===== src/rtl/crt_timing_pkg.sv =====
package crt_timing_pkg;
  localparam int DIGIT_W = 3;
  localparam int SLOT_W  = 2 * DIGIT_W;
  localparam int DIGITS  = 1 << DIGIT_W;
  localparam int LINE_W  = 4;

  typedef struct packed {
    logic hs_set;
    logic hs_clr;
    logic steer_arm;
    logic steer_fire;
    logic line_end;
  } slot_events_t;

  function automatic logic [LINE_W-1:0] last_index(input logic [LINE_W-1:0] height);
    return height - LINE_W'(1);
  endfunction
endpackage


===== src/rtl/slot_sequencer.sv =====
module slot_sequencer
  import crt_timing_pkg::*;
#(
  parameter int BT_PER_SLOT = 8,
  parameter int HS_ON_SLOT  = 56,
  parameter int STEER_SLOT  = 62,
  parameter int STEER_ARM_BT = 4
) (
  input  logic              clk,
  input  logic              rst,
  output logic [SLOT_W-1:0] slot_o,
  output slot_events_t      ev_o
);
  localparam int BT_W = (BT_PER_SLOT > 1) ? $clog2(BT_PER_SLOT) : 1;
  localparam logic [BT_W-1:0] BT_LAST = BT_W'(BT_PER_SLOT - 1);
  localparam int LAST_SLOT = (1 << SLOT_W) - 1;

  logic [BT_W-1:0]   bt_q;
  logic [SLOT_W-1:0] slot_q;
  logic [DIGITS-1:0] hi_oh, lo_oh;

  always_ff @(posedge clk) begin
    if (rst) begin
      bt_q   <= '0;
      slot_q <= '0;
    end else if (bt_q == BT_LAST) begin
      bt_q   <= '0;
      slot_q <= slot_q + SLOT_W'(1);
    end else begin
      bt_q <= bt_q + BT_W'(1);
    end
  end

  // two octal digit decoders, one per digit of the slot count
  for (genvar d = 0; d < DIGITS; d++) begin : g_oct
    assign hi_oh[d] = (slot_q[SLOT_W-1:DIGIT_W] == DIGIT_W'(d));
    assign lo_oh[d] = (slot_q[DIGIT_W-1:0] == DIGIT_W'(d));
  end

  function automatic logic slot_is(input int n);
    return hi_oh[n / DIGITS] & lo_oh[n % DIGITS];
  endfunction

  always_comb begin
    ev_o.hs_set     = slot_is(HS_ON_SLOT) && (bt_q == '0);
    ev_o.hs_clr     = slot_is(0) && (bt_q == '0);
    ev_o.steer_arm  = slot_is(STEER_SLOT) && (bt_q == BT_W'(STEER_ARM_BT));
    ev_o.steer_fire = (bt_q == BT_LAST);
    ev_o.line_end   = slot_is(LAST_SLOT) && (bt_q == BT_LAST);
  end

  assign slot_o = slot_q;

  p_slot_step_r2: assert property (@(posedge clk) disable iff (rst)
    (bt_q == BT_LAST) |=> (slot_q == $past(slot_q) + SLOT_W'(1)));
  p_slot_hold_r2: assert property (@(posedge clk) disable iff (rst)
    (bt_q != BT_LAST) |=> $stable(slot_q));
endmodule


===== src/rtl/page_sequencer.sv =====
module page_sequencer
  import crt_timing_pkg::*;
#(
  parameter int VR_LINES = 4
) (
  input  logic              clk,
  input  logic              rst,
  input  logic [LINE_W-1:0] cfg_lines,
  input  slot_events_t      ev_i,
  output logic              retrace_o,
  output logic              page_end_o
);
  localparam int VR_W = $clog2(VR_LINES + 1);
  localparam logic [VR_W-1:0] VR_TERM = VR_W'(VR_LINES);

  logic [LINE_W-2:0] pair_q;
  logic              tog_q;
  logic [LINE_W-1:0] height_q;
  logic              vr_q, steer_q;
  logic [VR_W-1:0]   vrc_q;
  logic [LINE_W-1:0] idx;

  assign idx = {pair_q, tog_q};

  always_ff @(posedge clk) begin
    if (rst) begin
      pair_q   <= '0;
      tog_q    <= 1'b0;
      height_q <= cfg_lines;
      vr_q     <= 1'b0;
      steer_q  <= 1'b0;
      vrc_q    <= '0;
    end else begin
      if (ev_i.steer_arm && vr_q) steer_q <= 1'b1;
      if (ev_i.steer_fire && steer_q) begin
        steer_q <= 1'b0;
        vrc_q   <= vrc_q + VR_W'(1);
      end
      if (ev_i.line_end) begin
        if (!vr_q) begin
          if (idx == last_index(height_q)) begin
            vr_q  <= 1'b1;
            vrc_q <= '0;
          end else begin
            tog_q <= ~tog_q;
            if (tog_q) pair_q <= pair_q + (LINE_W-1)'(1);
          end
        end else if (vrc_q == VR_TERM) begin
          vr_q     <= 1'b0;
          vrc_q    <= '0;
          pair_q   <= '0;
          tog_q    <= 1'b0;
          height_q <= cfg_lines;
        end
      end
    end
  end

  assign retrace_o  = vr_q;
  assign page_end_o = vr_q && (vrc_q == '0) && ev_i.hs_clr;

  p_retrace_cap_r7: assert property (@(posedge clk) disable iff (rst)
    vrc_q <= VR_TERM);
  p_toggle_flip_r5: assert property (@(posedge clk) disable iff (rst)
    (ev_i.line_end && !vr_q && idx != last_index(height_q)) |=> (tog_q != $past(tog_q)));
  p_height_hold_r8: assert property (@(posedge clk) disable iff (rst)
    !(ev_i.line_end && vr_q) |=> $stable(height_q));
endmodule


===== src/rtl/drive_prescaler.sv =====
module drive_prescaler #(
  parameter int HV_HALF = 3255
) (
  input  logic clk,
  input  logic rst,
  output logic en_o
);
  localparam int CNT_W = (HV_HALF > 1) ? $clog2(HV_HALF) : 1;
  localparam logic [CNT_W-1:0] CNT_LAST = CNT_W'(HV_HALF - 1);

  logic [CNT_W-1:0] cnt_q;
  logic             en_q;

  always_ff @(posedge clk) begin
    if (rst) begin
      cnt_q <= '0;
      en_q  <= 1'b0;
    end else if (cnt_q == CNT_LAST) begin
      cnt_q <= '0;
      en_q  <= ~en_q;
    end else begin
      cnt_q <= cnt_q + CNT_W'(1);
    end
  end

  assign en_o = en_q;

  p_toggle_at_term_r9: assert property (@(posedge clk) disable iff (rst)
    (en_q != $past(en_q)) |-> ($past(cnt_q) == CNT_LAST));
endmodule


===== src/rtl/cell_raster_timer.sv =====
module cell_raster_timer
  import crt_timing_pkg::*;
#(
  parameter int BT_PER_SLOT = 8,
  parameter int VR_LINES    = 4,
  parameter int HV_HALF     = 3255
) (
  input  logic       clk,
  input  logic       rst,
  input  logic [3:0] cfg_lines,
  input  logic [5:0] cfg_last_slot,
  output logic       hsync_o,
  output logic       vsync_o,
  output logic       disp_o,
  output logic       eop_o,
  output logic       hv_en_o
);
  logic [SLOT_W-1:0] slot;
  slot_events_t      ev;
  logic              retrace, page_end;

  slot_sequencer #(.BT_PER_SLOT(BT_PER_SLOT)) u_slot (
    .clk(clk), .rst(rst), .slot_o(slot), .ev_o(ev)
  );

  page_sequencer #(.VR_LINES(VR_LINES)) u_page (
    .clk(clk), .rst(rst), .cfg_lines(cfg_lines), .ev_i(ev),
    .retrace_o(retrace), .page_end_o(page_end)
  );

  drive_prescaler #(.HV_HALF(HV_HALF)) u_drive (
    .clk(clk), .rst(rst), .en_o(hv_en_o)
  );

  always_ff @(posedge clk) begin
    if (rst) begin
      hsync_o <= 1'b0;
      vsync_o <= 1'b0;
      disp_o  <= 1'b0;
      eop_o   <= 1'b0;
    end else begin
      if (ev.hs_set)      hsync_o <= 1'b1;
      else if (ev.hs_clr) hsync_o <= 1'b0;
      vsync_o <= retrace;
      disp_o  <= !retrace && (slot <= cfg_last_slot);
      eop_o   <= page_end;
    end
  end

  p_eop_single_r6: assert property (@(posedge clk) disable iff (rst)
    eop_o |=> !eop_o);
  p_eop_in_vsync_r6: assert property (@(posedge clk) disable iff (rst)
    eop_o |-> vsync_o);
  p_dark_in_vsync_r4: assert property (@(posedge clk) disable iff (rst)
    vsync_o |-> !disp_o);
  p_reset_quiet_r1: assert property (@(posedge clk)
    $past(rst) |-> !(hsync_o || vsync_o || disp_o || eop_o));
endmodule


===== config.mk =====
export PLATFORM = sky130hd
export DESIGN_NAME = cell_raster_timer
export DESIGN_NICKNAME = d
export VERILOG_FILES = /design/src/rtl/crt_timing_pkg.sv /design/src/rtl/slot_sequencer.sv /design/src/rtl/page_sequencer.sv /design/src/rtl/drive_prescaler.sv /design/src/rtl/cell_raster_timer.sv
export SDC_FILE = /design/constraint.sdc
export NUM_CORES = 1
export LEC_CHECK = 0
export ABC_AREA = 1
export BUFFER_PORTS_ARGS = -buffer_cell sky130_fd_sc_hd__buf_2
export CORE_ASPECT_RATIO = 0.9
export CORE_UTILIZATION = 30
export CTS_BUF_LIST = sky130_fd_sc_hd__clkbuf_8
export DETAILED_ROUTE_END_ITERATION = 10
export PLACE_DENSITY = 0.54
export SLEW_MARGIN = 0
export SYNTH_ARGS = -nofsm -noshare
export SYNTH_HDL_FRONTEND = slang
export SYNTH_SLANG_ARGS = --single-unit

===== constraint.sdc =====
create_clock -name clk -period 3.75 [get_ports clk]
set_input_delay 0.375 -clock clk [delete_from_list [all_inputs] [get_ports clk]]
set_output_delay 0.375 -clock clk [all_outputs]
set_load 0.03 [all_outputs]

==> flow_summary.yaml <==
status:
  outcome: "complete, no violations"
synthesis:
  syn_area_mm2: 0.001999
  synth_top_cell_by_area: "dfxtp_1"
  synth.top_cell.area_share_pct: 35.04
  ys_ff_latch: 39
  syn_inst: 261
  ys_seq_area_share_pct: 41.05
  syn_area_per_cell_um2: 7.661
  synth_top_cells_by_area: "dfxtp_1 (35%), ha_1 (12%), nand2_1 (9.9%)"
  ys_types: 28
  yosys_warnings: 0
  synth_fp_nets: 292
critical_path:
  path_cells: "ha_1 -> ha_1 -> nand2_1 -> nor3_1 -> a31oi_1 -> inv_1"
  critical_path_class: "reg -> reg"
  cp-end-kind: "flip-flop"
  path_buf_inv: 1
  crit_path_start_kind: "flip-flop"
  worstReg2RegEnd: "u_page.height_q[2]$_DFFE_PP_"
  path_common_cell: "ha_1"
  rrSetupSlack_ns: 2.08
  critPathMaxFanout: 6
  arrival_ns: 1.66
  critPathLaunch: "u_slot.bt_q[0]$_SDFF_PP0_"
  worstRegToRegCells: 6
  cp_top_family: "adder cells"
  crit_end: "u_page.height_q[2]$_DFFE_PP_"
  slowest_delay_ns: 0.35
  crit_path_top_delay_cell: "dfxtp_1"
  crit_cells: 6
  worstReg2RegStart: "u_slot.bt_q[0]$_SDFF_PP0_"
  cp.required_ns: 3.74
sta:
  final.setup_skew_ns: 0.01106
  hold_viol: 0
  setup_viol: 0
  fmax_ghz: 0.5984
  drv_slew: 0
  min_period_over_period_pct: 44.57
  rsz0062_at_grt: "no"
  setup_ws_ns: 2.079
  min_period_ns: 1.671
  tightest_slew_ns: 0.4095
  setup_tns_ns: 0
  relSlewSlack_pct: 72.64
  worst_hold_slack_ns: 0.2664
floorplan:
  die_width_um: 88.06
  start_util_pct: 31.82
  coreArea_mm2: 0.006284
  io_pins: 17
  die_h_um: 79.45
  die_area_mm2: 0.006996
  placementRows: 27
route:
  drc: 0
  antenna_left: 0
  vias: 1559
  via_per_inst: 4.214
  postRouteWirelength_um: 3387
  wl_per_cell_um: 9.154
  dr.pass1.iters: 4
  first_iter_violations: 59
placed_design:
  place_congestion: 0.8056
  detailed_place_hpwl_um: 2646
  dp_slack_ns: 2.091
  portBuffers: 16
cts:
  path_clk_slew_ns: 0.07
  cts_tree: "built"
  clock_sinks: 39
  htreeDepth: 2
  post_cts_resized: 0
  cts_made_buffers: 5
  post_cts_buffers: 0
  cts_buffer_depth: 2
  worstSkewPairLatency_ns: 0.29
  postCtsHoldBufs: 0
  cts_root_buffer: "clkbuf_8"
pwr:
  seqPwrFrac_pct: 54.6
  total_power_uw: 800.4
  swShare_pct: 22.57
  cellLeakagePower_nw: 1.041
  peakVddDrop_mv: 0.1553
  clockPowerShare_pct: 38.7
  p_int_uw: 619.7
  comb_power_share_pct: 6.7
  power_density_mw_per_mm2: 350.9
  power_switching_uw: 180.7
finish:
  areaGrowthSynthToFinish_pct: 14.08
  mostFrequentLayoutCells: "nand2_1 (53), inv_1 (44), dfxtp_1 (35)"
  n_antenna_cell: 0
  drive_gt1_share_pct: 11.31
  nets: 313
  layout_commonest_cell: "nand2_1"
global_routing:
  grt_pass1_vias: 1414
  grt_max_degree: 14
  track_usage_pct: 11.04
  antenna_found_initial: 0
  grt_overflow: 0
  grt_pass1_wl_um: 6009
run:
  cap_violations: 0
min_path:
  hold_path_depth: 1
  hold_class: "in -> reg"
  holdCritStartpoint: "cfg_lines[3]"
## how the worst min path moves through the flow
stage                              endpoint  slack, ns
2_1_floorplan     u_slot.bt_q[0]$_SDFF_PP0_       0.42
3_3_place_gp      u_slot.bt_q[0]$_SDFF_PP0_       0.43
3_5_place_dp      u_slot.bt_q[0]$_SDFF_PP0_       0.44
4_1_cts        u_page.height_q[3]$_DFFE_PP_       0.26
5_1_grt        u_page.height_q[2]$_DFFE_PP_       0.25
6_report       u_page.height_q[3]$_DFFE_PP_       0.27
## flip-flops by register name, indices dropped and copies added (netlist names)
signal,count
u_page.vrc_q,3
u_drive.cnt_q,12
disp_o,1
u_page.height_q,4
u_drive.en_o,1
hsync_o,1
u_slot.slot_o,6
u_page.tog_q,1
u_page.steer_q,1
u_slot.bt_q,3
vsync_o,1
u_page.pair_q,3
u_page.retrace_o,1
eop_o,1
## through the flow
stage	area [µm²]	utilization, %	instances
floorplan	1999	-	261
global placement	2178	34.67	362
detailed placement	2178	34.67	362
CTS	2281	36.30	370
global route	2281	36.30	370
finish	2281	36.30	370
## power groups by stage
| stage | sequential, mW | clock (mW) | combinational, mW |
|---|---|---|---|
| global route | 0.439 | 0.340 | 0.0621 |
| floorplan | 0.447 | 0 | 0.0382 |
| global placement | 0.447 | 0 | 0.0534 |
| CTS | 0.437 | 0.323 | 0.0542 |
| detailed placement | 0.447 | 0 | 0.0539 |
| finish | 0.437 | 0.310 | 0.0533 |
## layer usage
layer,vias to the layer above,wire length [µm],global-route usage [%]
li1,877,-,-
met1,660,1742,14.11
met2,14,1472,17.21
met3,8,112,3.206
met4,0,60,4.839
met5,-,0,0
## cell usage after synthesis
master and n:
nand4_1 3, edfxtp_1 4, and3_1 1, o21ai_1 1
nor4_1 1, or2_2 1, nor3_2 1, inv_1 44
xor2_1 5, a21oi_1 18, nor2_1 32, nand2_2 2
a31oi_1 3, dfxtp_1 35, xnor2_1 2, or2_0 1
nand2_1 53, ha_1 19, nor3_1 10, nor2_4 1
o21ai_0 10, nand3_4 1, nand3_2 1, a21oi_4 1
a211oi_1 1, nand3_1 7, nand3b_1 1, buf_2 2
## final cells by class
cell class / instances / area (µm²)
repair buffers: 16 / 80.08
clock buffers: 7 / 96.34
inverters: 44 / 165.2
flip-flops and latches: 39 / 820.8
clock inverters: 1 / 6.256
fillers: 665 / 4003
multi-input cells: 176 / 1003
well taps: 87 / 108.9
## logic make-up (layout without fill, tap and decap cells)
family | Yosys count | count (layout) | share of synthesized area [%]
flip-flops | 39 | 39 | 41.05
XOR/XNOR | 7 | 7 | 3.066
AND/OR/NAND/NOR | 116 | 116 | 25.85
buffers and inverters | 46 | 68 | 8.761
AO/OA/AOI/OAI | 34 | 34 | 9.387
adder cells (fa/ha/maj) | 19 | 19 | 11.89
No activity file was read; power rests on OpenSTA's default activity.
